<file path="src/rtl/pcg_pkg.sv">
package pcg_pkg;
  localparam int NUM_UNITS = 8;
  localparam int DW        = 32;
  localparam int AW        = 12;
  localparam int UW        = $clog2(NUM_UNITS);
  localparam int NREG      = 3;

  localparam logic [AW-1:0] OFF_RUN  = 12'h104;
  localparam logic [AW-1:0] OFF_SLP  = 12'h114;
  localparam logic [AW-1:0] OFF_DSL  = 12'h124;

  // Register bit behind each unit index; the order is decoded by the selector.
  localparam int UNIT_BIT [NUM_UNITS] = '{0, 4, 8, 16, 17, 18, 19, 24};

  typedef enum logic [1:0] {
    PM_RUN  = 2'b00,
    PM_SLP  = 2'b01,
    PM_DSL  = 2'b10,
    PM_ALT  = 2'b11
  } pwr_mode_e;

  function automatic logic [DW-1:0] gate_mask();
    logic [DW-1:0] m;
    m = '0;
    for (int u = 0; u < NUM_UNITS; u++) m[UNIT_BIT[u]] = 1'b1;
    return m;
  endfunction

  function automatic logic [NUM_UNITS-1:0] unit_view(input logic [DW-1:0] r);
    logic [NUM_UNITS-1:0] v;
    for (int u = 0; u < NUM_UNITS; u++) v[u] = r[UNIT_BIT[u]];
    return v;
  endfunction
endpackage

</file>
<file path="src/rtl/pcg_regs.sv">
module pcg_regs
  import pcg_pkg::*;
#(
  parameter int            P_DW   = DW,
  parameter int            P_AW   = AW,
  parameter logic [AW-1:0] P_ORUN = OFF_RUN,
  parameter logic [AW-1:0] P_OSLP = OFF_SLP,
  parameter logic [AW-1:0] P_ODSL = OFF_DSL
) (
  input  logic            clk,
  input  logic            rst_n,
  input  logic            reg_req,
  input  logic            reg_wr,
  input  logic [P_AW-1:0] reg_addr,
  input  logic [P_DW-1:0] reg_wdata,
  output logic [P_DW-1:0] reg_rdata,
  output logic [P_DW-1:0] run_q,
  output logic [P_DW-1:0] slp_q,
  output logic [P_DW-1:0] dsl_q
);
  localparam logic [P_DW-1:0] MASK = gate_mask();
  localparam logic [P_AW-1:0] OFFS [NREG] = '{P_ORUN, P_OSLP, P_ODSL};

  logic [P_DW-1:0] regs_q [NREG];
  logic [P_DW-1:0] regs_d [NREG];
  logic [NREG-1:0] hit;
  logic [NREG-1:0] wr_en;

  for (genvar i = 0; i < NREG; i++) begin : g_reg
    assign hit[i]    = (reg_addr == OFFS[i]);
    assign wr_en[i]  = reg_req & reg_wr & hit[i];
    assign regs_d[i] = reg_wdata & MASK;

    always_ff @(posedge clk or negedge rst_n) begin
      if (!rst_n)        regs_q[i] <= '0;
      else if (wr_en[i]) regs_q[i] <= regs_d[i];
    end
  end

  always_comb begin
    reg_rdata = '0;
    if (reg_req && !reg_wr) begin
      for (int i = 0; i < NREG; i++)
        if (hit[i]) reg_rdata = regs_q[i];
    end
  end

  assign run_q = regs_q[0];
  assign slp_q = regs_q[1];
  assign dsl_q = regs_q[2];

  // reserved positions never show up on the read bus
  a_r3_rsvd_zero: assert property (@(posedge clk) disable iff (!rst_n)
    (reg_rdata & ~MASK) == '0);
  // no read request means zero read data
  a_r3_idle_zero: assert property (@(posedge clk) disable iff (!rst_n)
    !(reg_req && !reg_wr) |-> reg_rdata == '0);
  // a register not addressed by a write keeps its value
  a_r2_hold_run: assert property (@(posedge clk) disable iff (!rst_n)
    !(reg_req && reg_wr && reg_addr == P_ORUN) |=> $stable(run_q));
endmodule

</file>
<file path="src/rtl/pcg_sel.sv">
module pcg_sel
  import pcg_pkg::*;
#(
  parameter int P_DW = DW,
  parameter int P_NU = NUM_UNITS
) (
  input  logic            clk,
  input  logic            rst_n,
  input  logic [1:0]      pwr_mode,
  input  logic            auto_gate_en,
  input  logic [P_DW-1:0] run_q,
  input  logic [P_DW-1:0] slp_q,
  input  logic [P_DW-1:0] dsl_q,
  output logic [P_NU-1:0] clk_en
);
  pwr_mode_e       mode;
  logic [P_DW-1:0] src;
  logic [P_NU-1:0] en_d;
  logic [P_NU-1:0] en_q;

  assign mode = pwr_mode_e'(pwr_mode);

  always_comb begin
    src = run_q;
    if (auto_gate_en) begin
      unique case (mode)
        PM_SLP:  src = slp_q;
        PM_DSL:  src = dsl_q;
        default: src = run_q;
      endcase
    end
    en_d = unit_view(src);
  end

  always_ff @(posedge clk or negedge rst_n) begin
    if (!rst_n) en_q <= '0;
    else        en_q <= en_d;
  end

  assign clk_en = en_q;

  // an enabled unit must have been enabled in some gate register last cycle
  a_r4_subset: assert property (@(posedge clk) disable iff (!rst_n)
    1'b1 |=> (clk_en & ~$past(unit_view(run_q | slp_q | dsl_q))) == '0);
  // with auto-gating off and run register steady, the vector tracks it
  a_r5_run_only: assert property (@(posedge clk) disable iff (!rst_n)
    !auto_gate_en |=> clk_en == unit_view($past(run_q)));
endmodule

</file>
<file path="src/rtl/pcg_guard.sv">
module pcg_guard
  import pcg_pkg::*;
#(
  parameter int P_NU = NUM_UNITS,
  parameter int P_UW = UW
) (
  input  logic            clk,
  input  logic            rst_n,
  input  logic            per_req,
  input  logic [P_UW-1:0] per_unit,
  input  logic [P_NU-1:0] clk_en,
  output logic            per_fwd,
  output logic            per_err
);
  logic live;

  assign live    = clk_en[per_unit];
  assign per_fwd = per_req &  live;
  assign per_err = per_req & ~live;

  // every request gets exactly one outcome
  a_r8_one_outcome: assert property (@(posedge clk) disable iff (!rst_n)
    per_req |-> $onehot({per_fwd, per_err}));
  // nothing happens without a request
  a_r8_quiet: assert property (@(posedge clk) disable iff (!rst_n)
    !per_req |-> !(per_fwd || per_err));
endmodule

</file>
<file path="src/rtl/pcg_top.sv">
module pcg_top
  import pcg_pkg::*;
(
  input  logic                 clk,
  input  logic                 rst_n,
  input  logic [1:0]           pwr_mode,
  input  logic                 auto_gate_en,
  input  logic                 reg_req,
  input  logic                 reg_wr,
  input  logic [AW-1:0]        reg_addr,
  input  logic [DW-1:0]        reg_wdata,
  output logic [DW-1:0]        reg_rdata,
  output logic                 reg_ready,
  input  logic                 per_req,
  input  logic [UW-1:0]        per_unit,
  output logic                 per_fwd,
  output logic                 per_err,
  output logic [NUM_UNITS-1:0] clk_en
);
  logic [DW-1:0] run_q, slp_q, dsl_q;

  assign reg_ready = reg_req;

  pcg_regs u_regs (
    .clk, .rst_n, .reg_req, .reg_wr, .reg_addr, .reg_wdata,
    .reg_rdata, .run_q, .slp_q, .dsl_q
  );

  pcg_sel u_sel (
    .clk, .rst_n, .pwr_mode, .auto_gate_en,
    .run_q, .slp_q, .dsl_q, .clk_en
  );

  pcg_guard u_guard (
    .clk, .rst_n, .per_req, .per_unit, .clk_en, .per_fwd, .per_err
  );

  // the enable vector is clear on the first edge after reset release
  a_r1_reset_clear: assert property (@(posedge clk) disable iff (!rst_n)
    $rose(rst_n) |-> clk_en == '0);
endmodule

</file>
<file path="config.mk">
export PLATFORM = sky130hd
export DESIGN_NAME = pcg_top
export DESIGN_NICKNAME = d
export VERILOG_FILES = /design/src/rtl/pcg_pkg.sv /design/src/rtl/pcg_regs.sv /design/src/rtl/pcg_sel.sv /design/src/rtl/pcg_guard.sv /design/src/rtl/pcg_top.sv
export SDC_FILE = /design/constraint.sdc
export NUM_CORES = 1
export LEC_CHECK = 0
export CORE_MARGIN = 2
export CORE_UTILIZATION = 30
export CTS_CLUSTER_DIAMETER = 100
export DETAILED_ROUTE_END_ITERATION = 10
export PLACE_DENSITY = 0.68
export REMOVE_ABC_BUFFERS = 1
export SKIP_LAST_GASP = 1
export SYNTH_ARGS = -nofsm -noshare
export SYNTH_HDL_FRONTEND = slang
export SYNTH_HIERARCHICAL = 1
export SYNTH_SLANG_ARGS = --single-unit
</file>
<file path="constraint.sdc">
create_clock -name clk -period 4.7 [get_ports clk]
set_clock_uncertainty 0.05 [all_clocks]
set_input_delay 0.705 -clock clk [delete_from_list [all_inputs] [get_ports clk]]
set_output_delay 0.705 -clock clk [all_outputs]
set_load 0.01 [all_outputs]
</file>
* Word level (Yosys, flattened, before mapping)
Index checks and enable logic that the tools add are counted.
** Word-level totals
- Output and inout port bits :: 43
- Bits in registers :: 32
- Bits of input ports :: 55
- Word-level logic and storage cells :: 27
** Cells by class
- Reduce and logical (&&, ||, !) cells :: 2
- $lt $le $gt $ge :: 1
- Multiplexer cells :: 8
- Bitwise logic cells :: 7
- Eq/ne operators :: 5
** Operator list (number)
- 32-bit 2-to-1 mux :: 3
- 25-bit 2-to-1 mux :: 2
- 25-bit one-hot mux with 2 select lines :: 1
- 12-bit by 9-bit equality test with 1-bit output (second input constant) :: 3
- 1-bit bitwise AND :: 6
- 3-bit by 4-bit < comparator with 1-bit output (second input constant) :: 1
- 1-bit binary-select mux with 3-bit select :: 1
- 2-bit by 1-bit equality test with 1-bit output (second input constant) :: 1
- 2-bit equality test (second input constant) :: 1
- 1-bit logical AND :: 1
- 1-bit zero test :: 1
- 1-bit 2-to-1 mux :: 1
- 1-bit NOT :: 1

* Longest topological paths before layout
Gate-level depths: netlist of run 1.
- Depth after elaboration :: 5
- Depth in mapped cells :: 5
- Mapped depth without buffers :: 4

* By module
The synthesis of run 1 kept the hierarchy.
** Modules (own cells, without submodules)
- pcg_regs :: area an instance 2011.9 sq um, cells each 196, sequential area each 600.6 sq um, times used 1
- pcg_sel :: area an instance 456.7 sq um, cells each 32, sequential area each 200.2 sq um, times used 1
- pcg_guard :: area an instance 102.6 sq um, cells each 11, sequential area each 0.0 sq um, times used 1
- pcg_top :: area an instance 7.5 sq um, cells each 1, sequential area each 0.0 sq um, times used 1

* Worst setup path after synthesis of run 1
No wires, ideal clock.
- Kind :: input to output
- Start point :: input reg_addr[9]
- End point :: output reg_rdata[0]
- Required time :: 3945 ps
- Slack :: 1533 ps
- Path buffers :: 2
- Cell stages on the path :: 5
- Arrival time :: 2412 ps
- Cell sequence :: or4_4 -> buf_6 -> or4_4 -> buf_6 -> a2111oi_2
** Between the ends
- Cells in the longest elaborated chain, start to end :: 5
- Elaborated cells on any way between the ends :: 7
- Classes of those cells :: 3 x eq/ne; 4 x mux
** Ends and longest elaborated chain
- start: declaration :: line pcg_top.sv:10 : input logic [AW-1:0] reg_addr,
- 12-bit by 9-bit equality test with 1-bit output :: line pcg_regs.sv:30 : assign hit[i] = (reg_addr == OFFS[i]);
- 25-bit 2-to-1 mux :: line pcg_regs.sv:44 : if (hit[i]) reg_rdata = regs_q[i];
- 32-bit 2-to-1 mux :: line pcg_regs.sv:44
- 32-bit 2-to-1 mux (*) :: line pcg_regs.sv:44
- 32-bit 2-to-1 mux (*) :: line pcg_regs.sv:42 : if (reg_req && !reg_wr) begin
- end: declaration :: line pcg_top.sv:12 : output logic [DW-1:0] reg_rdata,
Mark *: on every way between the ends. The rest lies on a longest branch, timed or not.

* Final worst setup path of run 1
- Start point :: input reg_addr[7]
- End point :: output reg_rdata[17]
The elaborated chain is that of the path after synthesis.

==> summary.md, run 1 <==
| Metric | Value |
|---|---|
| Top Metal Used | met4 |
| Met2 wire len | between 1.5 and 2 mm |
| Final wirelength | roughly 4.2 mm |
| CP Max Fanout | 8 |
| Setup_tns | 0 ns |
| Hold Buf Count CTS | 0 |
| FF-to-FF setup slack | 3.62 ns |
| Nets | between 200 and 300 |
| Vias | about 1400 |
| Reg2reg start | u_regs/slp_q[8]$_DFFE_PN0P_ |
| IO Pins | 98 |
| Leak Pwr | 1.16 nW |
| Cell breakdown of the critical path | clkdlybuf4s50_1 -> or4b_1 -> or4_4 -> a2111oi_2 -> clkdlybuf4s50_1 |
| Sw Share | about 24% |
| DRT iter0 DRCs | 42 |
| Starting Density | between 30% and 40% |
| CP max stage cell | or4b_1 |
| Hpwl dp | between 3 and 4 mm |
| Cell count after synthesis | 168 |
| Synth Warn # | 6 |
| Gr usage total | about an eighth |
| Worst min path class | reg -> reg |
| Met3 WL | 284 um |
| Drt first pass iters | 4 |
| Max-cap violations | 0 |
| Fin. Hold Viols | 0 |
| Layout Cells excl Fill | roughly 300 |
| Worst Setup Start Kind | primary input |
| CTS Sinks | 32 |
| Die Height | about 86 um |
| Filler cells | 661 |
| Routed len/inst | approximately 14 um |
| DRC viols | 0 |
| Vias in the first global route | 1458 |
| # diodes | 0 |
| Fmax | between 200 and 250 MHz |
| Slew margin rel. | between 20% and 30% |
| CTS tree | yes |
| Final Max Tran Viols | 0 |
| Sequential power share | approximately half |
| Final worst path period need | about 4.2 ns |
| Vias per cell | between 4 and 5 |
| Crit-path most repeated cell | clkdlybuf4s50_1 |
| Tot Pwr | around 0.57 mW |
| Count of final setup violators | 0 |
| Post-Route M1 WL | between 1.5 and 2 mm |
| Final worst path period share | 89.6% |
| Cells on Worst Hold Path | 1 |
| Hold Crit Endpoint | u_regs/dsl_q[8]$_DFFE_PN0P_ |
| Root Buffer | clkbuf_8 |
| Die Area | roughly 7500 um2 |
| Worst r2r path cells | 2 |
| Synth-to-Final Area Change | 25.7% |
| Dpl cells | 287 |
| Critical R2R Capture | u_sel/clk_en[2]$_DFF_PN0_ |
| Htree depth | 2 |
| Req. time, crit path | slightly below 4 ns |
| Remaining global-route overflow | 0 |
| Combinational Power Share | a little over an eighth |
| Global-route wire length before repair | approximately 7.1 mm |
| HP Start | u_regs/dsl_q[8]$_DFFE_PN0P_ |
| Avg Inst Size Synth | ~12 um2 |
| Status | complete, no violations |
| Postcts setup bufs | 0 |
| RD Place Congestion | between 0.7 and 0.8 |
| Clk_lat worst skew | approximately 0.28 ns |
| Inserted Clock Buffers | 5 |
| Pwr dens | about 220 nW/um2 |
| Layout cell share with drive strength beyond 1 | roughly 28% |
| Cell Area, Synth | between 2000 and 2500 um2 |
| Detail Route Antenna Nets | 0 |
| Largest net degree at the start of global routing | 33 |
| Input/output buffers | a little under 50 |
| Switching Power | between 0.1 and 0.15 mW |
| Post-CTS sizing | 0 |
| Worst slew pin tran | 1.08 ns |
| Setup crit end kind | output port |
| Maximum root-to-sink buffer count | 2 |
| Die Wd | 86.4 um |
| RSZ-0062 raised after global routing | no |
| CTS clk-pin slew, worst paths | 0.06 ns |
| Internal power | approximately 0.43 mW |
| Critical path type | in -> out |
| CP max stage delay | ~0.70 ns |
| Core Area | 6680 um2 |
| Worst VDD drop | between 0.00008 and 0.00009 V |
| CP Data Arrival Time | approximately 3.5 ns |
| Kind of cell adding the most delay to the critical path | simple AND/OR/NAND/NOR gates |
| Site Rows | 30 |
| CP bufs+invs | 2 |
| Initial antenna violation count | 0 |
| Clock share of power | 37.8% |
cells in the final DEF, fill, tap and decap left out, drive strengths merged, types with 3 or more instances in the layout:
master and instances:
nor2 16, clkbuf 8, mux2 34, nand2b 8, clkdlybuf4s50 49, conb 24
dfrtp 32, nand3b 3, a2111oi 9, nor4 3, a22o 8
metrics by stage:
step | cell area (um2) | worst slack, ns | utilization (%) | hold slack, ns
detailed placement | 2470 | 0.485 | 37.0 | 0.474
CTS | 2560 | 0.486 | 38.4 | 0.493
finish | 2560 | 0.490 | 38.4 | 0.490
global placement | 2470 | 0.486 | 37.0 | 0.471
global route | 2560 | 0.400 | 38.4 | 0.505
floorplan | 1870 | 1.54 | - | 0.359
final cells by class:
class	instances	area, um2	area share, %
timing repair buffer	51	505	19.7
clock buffer	8	90.1	3.52
tap	80	100	3.91
multi-input combinational	122	1060	41.3
inverter	2	7.51	0.293
sequential	32	801	31.2
how the worst max path moves through the flow:
stage | depth (start not counted) | end | from
2_1_floorplan | 3 | reg_rdata[0] | reg_addr[7]
3_3_place_gp | 5 | reg_rdata[17] | reg_addr[7]
3_5_place_dp | 5 | reg_rdata[17] | reg_addr[7]
4_1_cts | 5 | reg_rdata[18] | reg_addr[7]
5_1_grt | 5 | reg_rdata[18] | reg_addr[7]
6_report | 5 | reg_rdata[17] | reg_addr[7]
metal layers:
metal | GRT usage, % | vias to the layer above
met5 | 0 | -
met4 | 6.11 | 0
met3 | 3.14 | 10
met2 | 18.5 | 67
met1 | 16.9 | 666
li1 | - | 647
state kept, by name, summed over array words and instances, names as in the netlist:
name,cells
u_regs/dsl_q,8
u_regs/run_q,8
u_regs/slp_q,8
u_sel/clk_en,8
power by group through the flow:
stage | Sequential (mW) | Combinational [mW] | Clock, mW
after global routing | 0.276 | 0.0865 | 0.235
after global placement | 0.282 | 0.0777 | 0
after CTS | 0.277 | 0.0789 | 0.222
final | 0.277 | 0.0784 | 0.216
after floorplan | 0.282 | 0.0314 | 0
after detailed placement | 0.282 | 0.0786 | 0
Power figures use the tool's default switching activity.
==> run 2: changes to the inputs <==
--- a/config.mk
+++ b/config.mk
@@ -5,11 +5,13 @@
 export SDC_FILE = /design/constraint.sdc
 export NUM_CORES = 1
 export LEC_CHECK = 0
+export CORE_ASPECT_RATIO = 0.7
 export CORE_MARGIN = 2
 export CORE_UTILIZATION = 30
 export CTS_CLUSTER_DIAMETER = 100
 export DETAILED_ROUTE_END_ITERATION = 10
-export PLACE_DENSITY = 0.68
+export DONT_BUFFER_PORTS = 1
+export PLACE_DENSITY = 0.54
 export REMOVE_ABC_BUFFERS = 1
 export SKIP_LAST_GASP = 1
 export SYNTH_ARGS = -nofsm -noshare
==> constraint.sdc (replaced) <==
create_clock -name clk -period 4.7 [get_ports clk]
set_clock_uncertainty 0.05 [all_clocks]
set_input_delay 0.705 -clock clk [delete_from_list [all_inputs] [get_ports clk]]
set_output_delay 0.705 -clock clk [all_outputs]
set_load 0.1 [all_outputs]
==> run 2 against run 1 <==
Against the previous run:
- die area grew 0.14%
- critical endpoint is now per_err
- sequential share of layout area up 2.2 points
- setup slack gained 0.66 ns
- largest cell class unchanged
==> summary.md, run 2 (synthesis gave the netlist of run 1 again) <==
| Metric | Value |
|---|---|
| Routed len/inst | 16.4 um (+14%) |
| FF+latch area | 801 um2 (unchanged) |
| Most common cell after layout, fill and taps aside | dfrtp_1 |
| Slew margin rel. | 27.2% (-0.75 points) |
| Vias per cell | 4.64 (-1.6%) |
| Inserted Clock Buffers | 5 (unchanged) |
| Req. time, crit path | 3.94 ns (about the same) |
| Remaining global-route overflow | 0 (unchanged) |
| Root Buffer | clkbuf_8 |
| Final Max Tran Viols | 0 (unchanged) |
| Vias in the first global route | 1337 (-8.3%) |
| Worst Setup Start Kind | flop |
| Leak Pwr | 1.07 nW (-7.9%) |
| Gr usage total | 12.9% (+0.37 points) |
| Nets | 229 (-15%) |
| RSZ-0062 raised after global routing | no |
| Input/output buffers | 0 (-100%) |
| Filler cells | 647 (-2.1%) |
| Area of placed instances | 2280 um2 (-7.7%) |
| Vias | 1238 (-11%) |
| Worst min path class | in -> async |
| Status | complete, no violations |
| Worst slew pin tran | 1.09 ns (+0.0112 ns) |
| Die Height | 73.0 um (-16%) |
| Die Area | 7480 um2 (+0.14%) |
| Clk_lat worst skew | 0.28 ns (about the same) |
| Drt first pass iters | 4 (unchanged) |
| Internal power | 0.447 mW (+3.2%) |
| Count of final setup violators | 0 (unchanged) |
| Sw Share | 32.9% (+8.7 points) |
| CTS tree | yes |
| Hold Buf Count CTS | 0 (unchanged) |
| Critical path type | reg -> out |
| Maximum root-to-sink buffer count | 2 (unchanged) |
| DRC viols | 0 (unchanged) |
| # diodes | 0 (unchanged) |
| Final worst path period share | 75.5% (-14 points) |
| Postcts setup bufs | 0 (unchanged) |
| Fmax | 282 MHz (+19%) |
| Critical path startpoint | u_sel/clk_en[0]$_DFF_PN0_ |
| Max-cap violations | 0 (unchanged) |
| Post-CTS sizing | 0 (unchanged) |
| Hold slack | 0.0578 ns (-0.432 ns) |
| CP Data Arrival Time | 2.80 ns (-0.65 ns) |
| Setup_tns | 0 ns (unchanged) |
| Initial antenna violation count | 0 (unchanged) |
| Pwr dens | 278 nW/um2 (+25%) |
| CTS Sinks | 32 (unchanged) |
| Die Wd | 103 um (+19%) |
| IO Pins | 98 (unchanged) |
| RD Place Congestion | 0.735 (-2.7%) |
| Starting Density | 30.6% (+0.086 points) |
| Global-route wire length before repair | 7.17 mm (+1.5%) |
| Sequential power share | 41.7% (-6.7 points) |
| Multi-input gate area | 1170 um2 (+10%) |
| Setup crit end kind | output port |
| Tot Pwr | 0.666 mW (+17%) |
| Detail Route Antenna Nets | 0 (unchanged) |
| Most frequent cells in the layout | dfrtp_1 (32), mux2_2 (26), conb_1 (24) |
| Htree depth | 2 (unchanged) |
| Hpwl dp | 3.15 mm (+3.4%) |
| Synth-to-Final Area Change | 17.4% |
| Fin. Hold Viols | 0 (unchanged) |
| Layout cell share with drive strength beyond 1 | 40.5% (+12 points) |
| Worst r2r path cells | 2 (unchanged) |
| CP Max Fanout | 2 (-6) |
| CTS clk-pin slew, worst paths | 0.07 ns (about the same) |
| Switching Power | 0.219 mW (+58%) |
| Reg2reg start | u_regs/slp_q[17]$_DFFE_PN0P_ |
| DRT iter0 DRCs | 58 (+38%) |
| Combinational Power Share | 18.6% (+4.9 points) |
| Final wirelength | 4.37 mm (+3.0%) |
| Final worst path period need | 3.55 ns (-0.659 ns) |
| Site Rows | 25 (-17%) |
| Worst VDD drop | 0.000111 V (+25%) |
| Core Area | 6660 um2 (-0.28%) |
| Largest net degree at the start of global routing | 33 (unchanged) |
| Clock share of power | 39.6% (+1.8 points) |
| Finished Core Util | 35.9% (-2.4 points) |
| Final instance area | 2390 um2 (-6.6%) |
-- run 2: through the flow --
| step | cells | worst slack [ns] |
|---|---|---|
| after global placement | 259 | 1.17 |
| after floorplan | 156 | 0.00623 |
| after detailed placement | 259 | 1.15 |
| final | 267 | 1.15 |
| after CTS | 267 | 1.13 |
| after global routing | 267 | 1.08 |
-- run 2: metal layers --
layer	up-vias	wire, um	global-route usage [%]
met5	-	0	0
met4	0	32	3.26
met3	5	412	3.93
met2	57	1910	18.7
met1	611	2020	18.6
li1	565	-	-
-- run 2: area by class of cell --
type / count / share of cell area (%)
clock buffer: 5 / 2.88
clock inverter: 3 / 1.78
inverter: 2 / 0.314
multi-input combinational: 122 / 48.8
sequential: 32 / 33.5
tap: 94 / 4.92
timing repair buffer: 9 / 7.85
-- run 2: power groups by stage --
stage                     Clock, mW  Combinational, mW  Sequential, mW
final                         0.264              0.124           0.278
after global routing          0.284              0.128           0.277
after CTS                     0.268              0.124           0.278
after detailed placement          0              0.124           0.283
after global placement            0              0.123           0.283
after floorplan                   0              0.114           0.283
-- run 2: path summary, 6_finish.rpt --
| check | slack (ns) | endpoint |
|---|---|---|
| setup / recovery | 1.15 | per_err |
| hold / removal | 0.06 | u_regs/slp_q[18]$_DFFE_PN0P_ |
| setup reg to reg | 3.64 | u_sel/clk_en[4]$_DFF_PN0_ |
| hold reg to reg | 0.49 | u_regs/dsl_q[18]$_DFFE_PN0P_ |
| max in group asynchronous | 4.47 | u_regs/run_q[18]$_DFFE_PN0P_ |
| min in group clk | 0.49 | u_regs/dsl_q[18]$_DFFE_PN0P_ |
-- run 2: critical path, stage by stage, from the launching register on --
cell,delay [ns]
dfrtp_1,0.73
nor2b_1,0.29
a2111oi_1,0.57
o31a_1,0.91
==> run 3: changes to the inputs <==
==> constraint.sdc (replaced) <==
create_clock -name clk -period 3.5 [get_ports clk]
set_clock_uncertainty 0.05 [all_clocks]
set_input_delay 0.525 -clock clk [delete_from_list [all_inputs] [get_ports clk]]
set_output_delay 0.525 -clock clk [all_outputs]
set_load 0.1 [all_outputs]
==> run 3 against run 2 <==
Against the previous run:
- cell count is 4.5% higher
- first-iteration DRC count is 40% higher
- critical path type is now in -> out
- setup slack got worse by 0.73 ns
- non-clock buffer count up 12
- global-route usage decreased by 0.11 points
- clock power increased by 11%
- design area increased by 4.6%
- sequential cell count did not move
- utilization grew 1.6 points
- via count increased by 1.6%
- sequential share of layout area fell by 1.5 points
==> summary.md, run 3 (synthesis gave the netlist of run 1 again) <==
| Metric | Value |
|---|---|
| Req. time, crit path | 2.92 ns (-1.02 ns) |
| Leak Pwr | 1.14 nW (+6.5%) |
| Synth-to-Final Area Change | 22.7% |
| Fin. Hold Viols | 0 (unchanged) |
| Final worst path period need | 3.08 ns |
| Die Area | 7480 um2 (unchanged) |
| Final worst path period share | 88.1% |
| Vias in the first global route | 1323 (-1.0%) |
| Vias per cell | 4.51 (-2.8%) |
| Finished Core Util | 37.5% (+1.6 points) |
| Postcts setup bufs | 0 (unchanged) |
| Largest net degree at the start of global routing | 33 (unchanged) |
| Detail Route Antenna Nets | 0 (unchanged) |
| Initial antenna violation count | 0 (unchanged) |
| Status | complete, no violations |
| RD Place Congestion | 0.726 (-1.2%) |
| CTS Sinks | 32 (unchanged) |
| Filler cells | 654 (+1.1%) |
| Clk_lat worst skew | 0.28 ns (about the same) |
| Final wirelength | 4.49 mm (+2.9%) |
| Global-route wire length before repair | 7.01 mm (-2.2%) |
| IO Pins | 98 (unchanged) |
| Worst min path class | in -> async |
| Slew margin rel. | 52.2% (+25 points) |
| Maximum root-to-sink buffer count | 2 (unchanged) |
| CTS tree | yes |
| Setup crit end kind | output port |
| Input/output buffers | 0 (unchanged) |
| Remaining global-route overflow | 0 (unchanged) |
| Hold slack | 0.0106 ns (-0.0472 ns) |
| CP Data Arrival Time | 2.51 ns (-0.29 ns) |
| Starting Density | 30.6% (unchanged) |
| Hpwl dp | 3.20 mm (+1.5%) |
| Most frequent cells in the layout | dfrtp_1 (32), mux2_2 (26), conb_1 (24) |
| Core Area | 6660 um2 (unchanged) |
| Routed len/inst | 16.1 um (-1.6%) |
| Max-cap violations | 0 (unchanged) |
| Inserted Clock Buffers | 5 (unchanged) |
| Layout cell share with drive strength beyond 1 | 44.3% (+3.9 points) |
| Root Buffer | clkbuf_8 |
| Htree depth | 2 (unchanged) |
| Nets | 241 (+5.2%) |
| Crit-path most repeated cell | or4_4 |
| Worst VDD drop | 0.000147 V (+33%) |
| Worst Setup Start Kind | primary input |
| Drt first pass iters | 4 (unchanged) |
| Count of final setup violators | 0 (unchanged) |
| RSZ-0062 raised after global routing | no |
| CP Max Fanout | 8 (+6) |
| DRC viols | 0 (unchanged) |
| CP max stage cell | or4_4 |
| Most common cell after layout, fill and taps aside | dfrtp_1 |
| Final Max Tran Viols | 0 (unchanged) |
| Cell breakdown of the critical path | or4_4 -> or4_4 -> a2111oi_4 -> buf_16 |
| Die Wd | 103 um (unchanged) |
| CP max stage delay | 0.70 ns (-0.21 ns) |
| Fmax | about 320 MHz |
| DRT iter0 DRCs | 81 (+40%) |
| Die Height | 73.0 um (unchanged) |
| Pwr dens | 338 nW/um2 (+22%) |
| Critical path type | in -> out |
| Worst slew pin tran | 0.715 ns (-0.375 ns) |
| Tot Pwr | 0.846 mW (+27%) |
| Site Rows | 25 (unchanged) |
| CTS clk-pin slew, worst paths | 0.07 ns (about the same) |
| Vias | 1258 (+1.6%) |
| Gr usage total | 12.7% (-0.11 points) |
| # diodes | 0 (unchanged) |
[run 3: changes by cell type in the layout (fill, tap and decap cells not counted), sizes merged]
cell,previous run,this run
buf,9,21
bufinv,1,0
clkbuf,5,6
clkinv,1,2
clkinvlp,1,0
[run 3: report_power, final]
| part | internal [mW] | switching, mW | total, mW |
|---|---|---|---|
| combinational | 0.0235 | 0.157 | 0.181 |
| sequential | 0.371 | 0.000565 | 0.371 |
| clock | 0.157 | 0.137 | 0.294 |
| total | 0.551 | 0.295 | 0.846 |
[run 3: final cells by class]
type                    instances  area, um2  area share, %
flip-flops and latches         32        801           32.0
clock buffers                   6       82.6           3.30
inverters                       2       7.51          0.300
multi-input cells             122       1170           46.7
repair buffers                 21        315           12.6
clock inverters                 2       10.0          0.400
well taps                      94        118           4.70
[run 3: what timing repair did]
| action | 4_1_cts | 5_1_grt |
|---|---|---|
| hold buffers | 1 | 0 |
| hold endpoints to repair | 32 | 0 |
| gates resized for setup | 0 | 0 |
[run 3: critical path, delay by kind of cell]
family          cells  cell delay, ns
compound gates      1            0.47
simple gates        2            1.28
buf+inv             1            0.22
[run 3: path summary, 6_finish.rpt]
check,slack [ns],endpoint,from,cells past startpoint
setup reg to reg,2.41,u_sel/clk_en[7]$_DFF_PN0_,u_regs/slp_q[24]$_DFFE_PN0P_,2
min in group clk,0.34,u_regs/dsl_q[17]$_DFFE_PN0P_,reg_wdata[17],1
hold / removal,0.01,u_regs/dsl_q[24]$_DFFE_PN0P_,rst_n,1
hold reg to reg,0.49,u_regs/dsl_q[16]$_DFFE_PN0P_,u_regs/dsl_q[16]$_DFFE_PN0P_,1
max in group asynchronous,3.21,u_regs/run_q[8]$_DFFE_PN0P_,rst_n,1
setup / recovery,0.42,reg_rdata[19],reg_addr[9],4
[run 3: through the flow]
stage	instance area (um2)	instances	TNS, ns	setup slack [ns]
global route	2500	279	0	0.378
floorplan	1870	156	-6.78	-0.834
CTS	2500	279	0	0.409
global placement	2390	270	0	0.428
detailed placement	2390	270	0	0.411
finish	2500	279	0	0.415
[run 3: metal layers]
metal  GRT usage [%]  up-vias  wire length (um)
li1                -      582                 -
met1            18.6      616              2190
met2            18.4       55              1940
met3            3.26        5               316
met4            4.00        0                47
met5               0        -                 0
